File: src/rtl/strobe_pio.sv
module strobe_pio #(
  parameter int W = 8,
  parameter int AW = 3,
  parameter int PULSE_CYCLES = 2
) (
  input  logic          clk,
  input  logic          rst,
  input  logic [AW-1:0] addr,
  input  logic          wr_en,
  input  logic          rd_en,
  input  logic [W-1:0]  wdata,
  output logic [W-1:0]  rdata,
  input  logic [W-1:0]  pin_in,
  output logic [W-1:0]  pin_out,
  output logic [W-1:0]  pin_oe,
  input  logic          stb_in,
  output logic [W-1:0]  fixed_out,
  output logic          ostb,
  output logic          irq
);
  localparam int CW = $clog2(PULSE_CYCLES + 1);
  localparam logic [AW-1:0] A_DATA  = AW'(0);
  localparam logic [AW-1:0] A_DIR   = AW'(1);
  localparam logic [AW-1:0] A_CAP   = AW'(2);
  localparam logic [AW-1:0] A_CTRL  = AW'(3);
  localparam logic [AW-1:0] A_FIXED = AW'(4);

  logic [W-1:0]  dir_q, dout_q, cap_q, fix_q;
  logic          flag_q, ien_q, wor_q, edge_q, pol_q, armed_q;
  logic          s1_q, s2_q, s3_q;
  logic [CW-1:0] cnt_q;

  wire sel_data  = (addr == A_DATA);
  wire sel_dir   = (addr == A_DIR);
  wire sel_cap   = (addr == A_CAP);
  wire sel_ctrl  = (addr == A_CTRL);
  wire sel_fixed = (addr == A_FIXED);

  wire cap_evt  = edge_q ? (s2_q & ~s3_q) : (~s2_q & s3_q);
  wire rd_cap   = rd_en & sel_cap;
  wire rd_ctrl  = rd_en & sel_ctrl;
  wire clr_flag = rd_cap & armed_q & ~cap_evt;
  wire ostb_act = (cnt_q != '0);

  wire [7:0] ctrl_rd = {flag_q, ien_q, wor_q, 3'b000, edge_q, pol_q};

  always_ff @(posedge clk) begin
    if (rst) begin
      s1_q <= 1'b0;
      s2_q <= 1'b0;
      s3_q <= 1'b0;
    end else begin
      s1_q <= stb_in;
      s2_q <= s1_q;
      s3_q <= s2_q;
    end
  end

  always_ff @(posedge clk) begin
    if (rst) begin
      dir_q  <= '0;
      dout_q <= '0;
      fix_q  <= '0;
      ien_q  <= 1'b0;
      wor_q  <= 1'b0;
      edge_q <= 1'b0;
      pol_q  <= 1'b1;
    end else if (wr_en) begin
      if (sel_data)  dout_q <= wdata;
      if (sel_dir)   dir_q  <= wdata;
      if (sel_fixed) fix_q  <= wdata;
      if (sel_ctrl) begin
        ien_q  <= wdata[6];
        wor_q  <= wdata[5];
        edge_q <= wdata[1];
        pol_q  <= wdata[0];
      end
    end
  end

  always_ff @(posedge clk) begin
    if (rst) begin
      cap_q   <= '0;
      flag_q  <= 1'b0;
      armed_q <= 1'b0;
    end else begin
      if (cap_evt) cap_q <= pin_in;
      if (cap_evt)       flag_q <= 1'b1;
      else if (clr_flag) flag_q <= 1'b0;
      if (cap_evt)      armed_q <= 1'b0;
      else if (rd_ctrl) armed_q <= flag_q;
      else if (rd_cap)  armed_q <= 1'b0;
    end
  end

  always_ff @(posedge clk) begin
    if (rst)                  cnt_q <= '0;
    else if (wr_en && sel_fixed) cnt_q <= CW'(PULSE_CYCLES);
    else if (ostb_act)        cnt_q <= cnt_q - 1'b1;
  end

  always_comb begin
    rdata = '0;
    unique case (1'b1)
      sel_data:  rdata = (dir_q & dout_q) | (~dir_q & pin_in);
      sel_dir:   rdata = dir_q;
      sel_cap:   rdata = cap_q;
      sel_ctrl:  rdata = W'(ctrl_rd);
      sel_fixed: rdata = fix_q;
      default:   rdata = '0;
    endcase
  end

  assign pin_out   = wor_q ? '0 : dout_q;
  assign pin_oe    = wor_q ? (dir_q & ~dout_q) : dir_q;
  assign fixed_out = fix_q;
  assign ostb      = pol_q ? ostb_act : ~ostb_act;
  assign irq       = flag_q & ien_q;

  p_in_nodrive_r2: assert property (@(posedge clk) disable iff (rst)
    (pin_oe & ~dir_q) == '0);

  p_cap_value_r3: assert property (@(posedge clk) disable iff (rst)
    cap_evt |=> cap_q == $past(pin_in));

  p_flag_set_r4: assert property (@(posedge clk) disable iff (rst)
    cap_evt |=> flag_q);

  p_no_unarmed_clear_r5: assert property (@(posedge clk) disable iff (rst)
    (flag_q && !(rd_cap && armed_q)) |=> flag_q);

  p_flag_wr_ignored_r6: assert property (@(posedge clk) disable iff (rst)
    (wr_en && sel_ctrl && !cap_evt && !rd_cap) |=> flag_q == $past(flag_q));

  p_od_never_high_r7: assert property (@(posedge clk) disable iff (rst)
    wor_q |-> (pin_oe & pin_out) == '0);

  p_pulse_start_r8: assert property (@(posedge clk) disable iff (rst)
    (wr_en && sel_fixed) |=> ostb_act && fixed_out == $past(wdata));
endmodule

File: config.mk
export PLATFORM = sky130hd
export DESIGN_NAME = strobe_pio
export DESIGN_NICKNAME = d
export VERILOG_FILES = /design/src/rtl/strobe_pio.sv
export SDC_FILE = /design/constraint.sdc
export NUM_CORES = 1
export LEC_CHECK = 0
export ABC_AREA = 1
export BUFFER_PORTS_ARGS = -buffer_cell sky130_fd_sc_hd__buf_4
export CAP_MARGIN = 20
export CORE_ASPECT_RATIO = 2
export CORE_MARGIN = 1
export CORE_UTILIZATION = 45
export CTS_CLUSTER_SIZE = 30
export DETAILED_ROUTE_END_ITERATION = 10
export GPL_TIMING_DRIVEN = 1
export PLACE_DENSITY = 0.72
export REMOVE_ABC_BUFFERS = 1
export SLEW_MARGIN = 20
export SYNTH_ARGS = -nofsm -noshare
export SYNTH_HDL_FRONTEND = slang
export SYNTH_SLANG_ARGS = --single-unit
File: constraint.sdc
create_clock -name clk -period 1.05 [get_ports clk]
set_input_delay 0.105 -clock clk [delete_from_list [all_inputs] [get_ports clk]]
set_output_delay 0.105 -clock clk [all_outputs]
set_load 0.1 [all_outputs]
==> impl_metrics.json <==
{
  "min_period_ps": 1372,
  "grt_usage_pct": 31.55,
  "fmax_mhz": 729.0,
  "overflow": 0,
  "crit_path_end_kind": "output port",
  "core-area_mm2": 0.005092,
  "combPwrFrac_pct": 31.6,
  "io_buffers": 57,
  "firstDrtPassIters": 5,
  "start_util_pct": 46.73,
  "pwr-share-seq_pct": 42.0,
  "clk_pin_slew_ps": 80,
  "most-common-layout-cells": "nand2_1, buf_4, nor2_1, buf_12, inv_1",
  "insertion_delay_ps": 300,
  "grt_max_degree": 30,
  "r2r_end": "cap_q[4]$_SDFFE_PP0P_",
  "multi_input_area_mm2": 0.001540,
  "rows": 37,
  "r2r_start": "edge_q$_SDFFE_PP0P_",
  "required_ps": 940,
  "die_width_um": 53.42,
  "crit_buf_inv": 2,
  "yosys_warnings": 0,
  "die_h_um": 104.8,
  "power_mw": 4.113,
  "grt_first_pass_wirelength_um": 13110,
  "place_hpwl_um": 5098,
  "seq_area_um2": 912.1,
  "min_path_type": "in -> reg",
  "crit_family": "flip-flops",
  "vias": 2951,
  "post-route-util_pct": 83.07,
  "crit_fanout": 2,
  "syn_avg_cell_area_um2": 6.538,
  "syn_area_mm2": 0.002380,
  "irDropWorstVdd_mv": 1.264,
  "ys_ff_latch": 43,
  "synthToLayoutAreaGrowth_pct": 77.76,
  "drtIter0Drc": 151,
  "via_per_inst": 5.578,
  "drtAntennaViolNets": 0,
  "path_class": "reg -> out",
  "ioPinCount": 58,
  "maxCapViolCount": 0,
  "p_sw_mw": 1.417,
  "hold_buffers": 0,
  "p_leak_nw": 1.960,
  "min_path_cells": 3,
  "setup-violations-final": 36,
  "fin_ws_ps": -321.8,
  "skew_ps": 4.957,
  "clk_root_buffer_cell": "clkbuf_8",
  "drive_gt1_share_pct": 48.41,
  "crit_path_max_incr_delay_ps": 340,
  "fill_cells": 307,
  "tritoncts": "yes",
  "slew_viol_final": 0,
  "preCtsSetupSlack_ps": -229.0,
  "routedWlPerCell_um": 17.31,
  "die_area_mm2": 0.005601,
  "cts-htree-levels": 2,
  "switching_share_pct": 34.45,
  "num_antenna_cells": 0,
  "fin_crit_sh_pct": 130.6,
  "worst_path_max_delay_cell": "dfxtp_2",
  "final_common_cell": "nand2_1",
  "yosysSeqAreaShare_pct": 36.17,
  "antenna_found_initial": 0,
  "status": "finished, violations left",
  "cp_cell_sequence": "inv_2 > o21ai_2 > nand2_1 > nand4_1 > buf_8",
  "cts_buffers": 5,
  "tightestPinTransition_ps": 313.9,
  "reg2reg_slack_ps": -140,
  "worstPathArrival_ps": 1270,
  "final_nets": 495,
  "p_clk_share_pct": 26.4,
  "reg2regPathDepth": 6,
  "ys_types": 27,
  "syn_inst": 364,
  "hold_start": "stb_in",
  "drc": 0,
  "rsz0062_at_grt": "yes",
  "min_to": "s1_q$_SDFF_PP0_",
  "place.gp.congestion": 0.8874,
  "postPlaceCellArea_mm2": 0.003186,
  "p_per_area_mw_per_mm2": 972.3,
  "violations": "setup timing",
  "clkSinkCount": 43,
  "slew_headroom_pct": 79.03,
  "hold_viol": 0,
  "finalInstanceArea_mm2": 0.004230,
  "grt_pass1_vias": 2781,
  "clock_path_buffers": 2,
  "startpoint_type": "flip-flop",
  "totalWireLength_um": 9156,
  "internal-power_mw": 2.696
}
area by class of cell:
type,instances,share of cell area (%)
Tap cell,58,1.715
Clock inverter,1,0.1183
Timing Repair Buffer,118,34.22
Sequential cell,43,21.56
Multi-Input combinational cell,261,36.41
Clock buffer,6,1.952
Inverter,42,4.022
tightest hold or removal path: stages:
cell and delay [ps]:
buf_4 80, inv_1 30, nor2_1 70
layer usage:
layer	vias to the layer above	share of wire [%]	GRT usage, %
met5	-	0	0
met4	0	5.9	16.35
met3	48	5.2	4.658
met2	147	54	54.20
met1	1383	34	35.20
li1	1373	-	-
stage by stage:
| stage | cells | TNS [ps] | hold slack (ps) |
|---|---|---|---|
| 6_report | 529 | -6873 | 17.81 |
| 5_1_grt | 529 | -8266 | 38.36 |
| 4_1_cts | 527 | -6298 | 14.82 |
| 3_5_place_dp | 510 | -3641 | 325.4 |
| 3_3_place_gp | 510 | -2859 | 309.6 |
| 2_1_floorplan | 346 | -24030 | 174.1 |
flip-flops by register name, summed over array words and instances, names as in the netlist, 2 cells and up:
register,flops
dir_q,8
cap_q,8
dout_q,8
fixed_out,8
cnt_q,2
cell usage after synthesis:
library cell | number | area (um^2)
buf_6 | 3 | 33.78
nand2_2 | 1 | 6.260
inv_1 | 39 | 146.4
buf_1 | 1 | 3.750
o211ai_1 | 2 | 15.01
buf_4 | 3 | 22.52
nand2_1 | 90 | 337.8
nor2_2 | 1 | 6.260
nor2_4 | 2 | 22.52
nand3_2 | 3 | 30.03
inv_4 | 1 | 6.260
nand3_4 | 1 | 17.52
nor2_1 | 65 | 244.0
a21boi_0 | 2 | 15.01
nand4_1 | 23 | 143.9
and2_1 | 1 | 6.260
xor2_1 | 1 | 8.760
o21ai_0 | 6 | 30.03
nand3_1 | 30 | 150.1
nor2_8 | 2 | 40.04
a21oi_1 | 23 | 115.1
nor3_1 | 1 | 5.000
inv_2 | 2 | 7.510
clkbuf_1 | 2 | 7.510
buf_2 | 9 | 45.04
nand3b_1 | 7 | 52.55
dfxtp_1 | 43 | 860.8
power groups by stage:
stage	Clock [mW]	Combinational, mW	Sequential, mW
final	1.09	1.30	1.73
after global routing	1.17	1.36	1.73
after CTS	1.09	1.19	1.72
after detailed placement	0	0.995	1.75
after global placement	0	0.988	1.75
after floorplan	0	0.545	1.80
cells by family (layout without fill, tap and decap cells):
logic type / count (synthesis) / count (layout) / share of synthesized area [%]
AO/OA/AOI/OAI: 33 / 33 / 7.360
XOR/XNOR: 1 / 1 / 0.3681
flip-flops: 43 / 43 / 36.17
buffers and inverters: 60 / 167 / 11.46
AND/OR/NAND/NOR: 227 / 227 / 44.64
worst max-delay path by stage:
stage / start / end / cells past startpoint
floorplan: wor_q$_SDFFE_PP0P_ / pin_oe[5] / 1
global placement: addr[1] / rdata[2] / 8
detailed placement: addr[1] / rdata[2] / 8
CTS: dir_q[2]$_SDFFE_PP0P_ / rdata[2] / 5
global route: dout_q[7]$_SDFFE_PP0P_ / rdata[7] / 7
finish: dout_q[2]$_SDFFE_PP0P_ / rdata[2] / 5
repair_timing:
action | in CTS | in global routing
gates resized for setup | 175 | 66
setup endpoints to repair | 35 | 44
pin swaps | 32 | 29
cloned | 2 | 1
setup buffers | 8 | 2
Power figures use the tool's default switching activity.
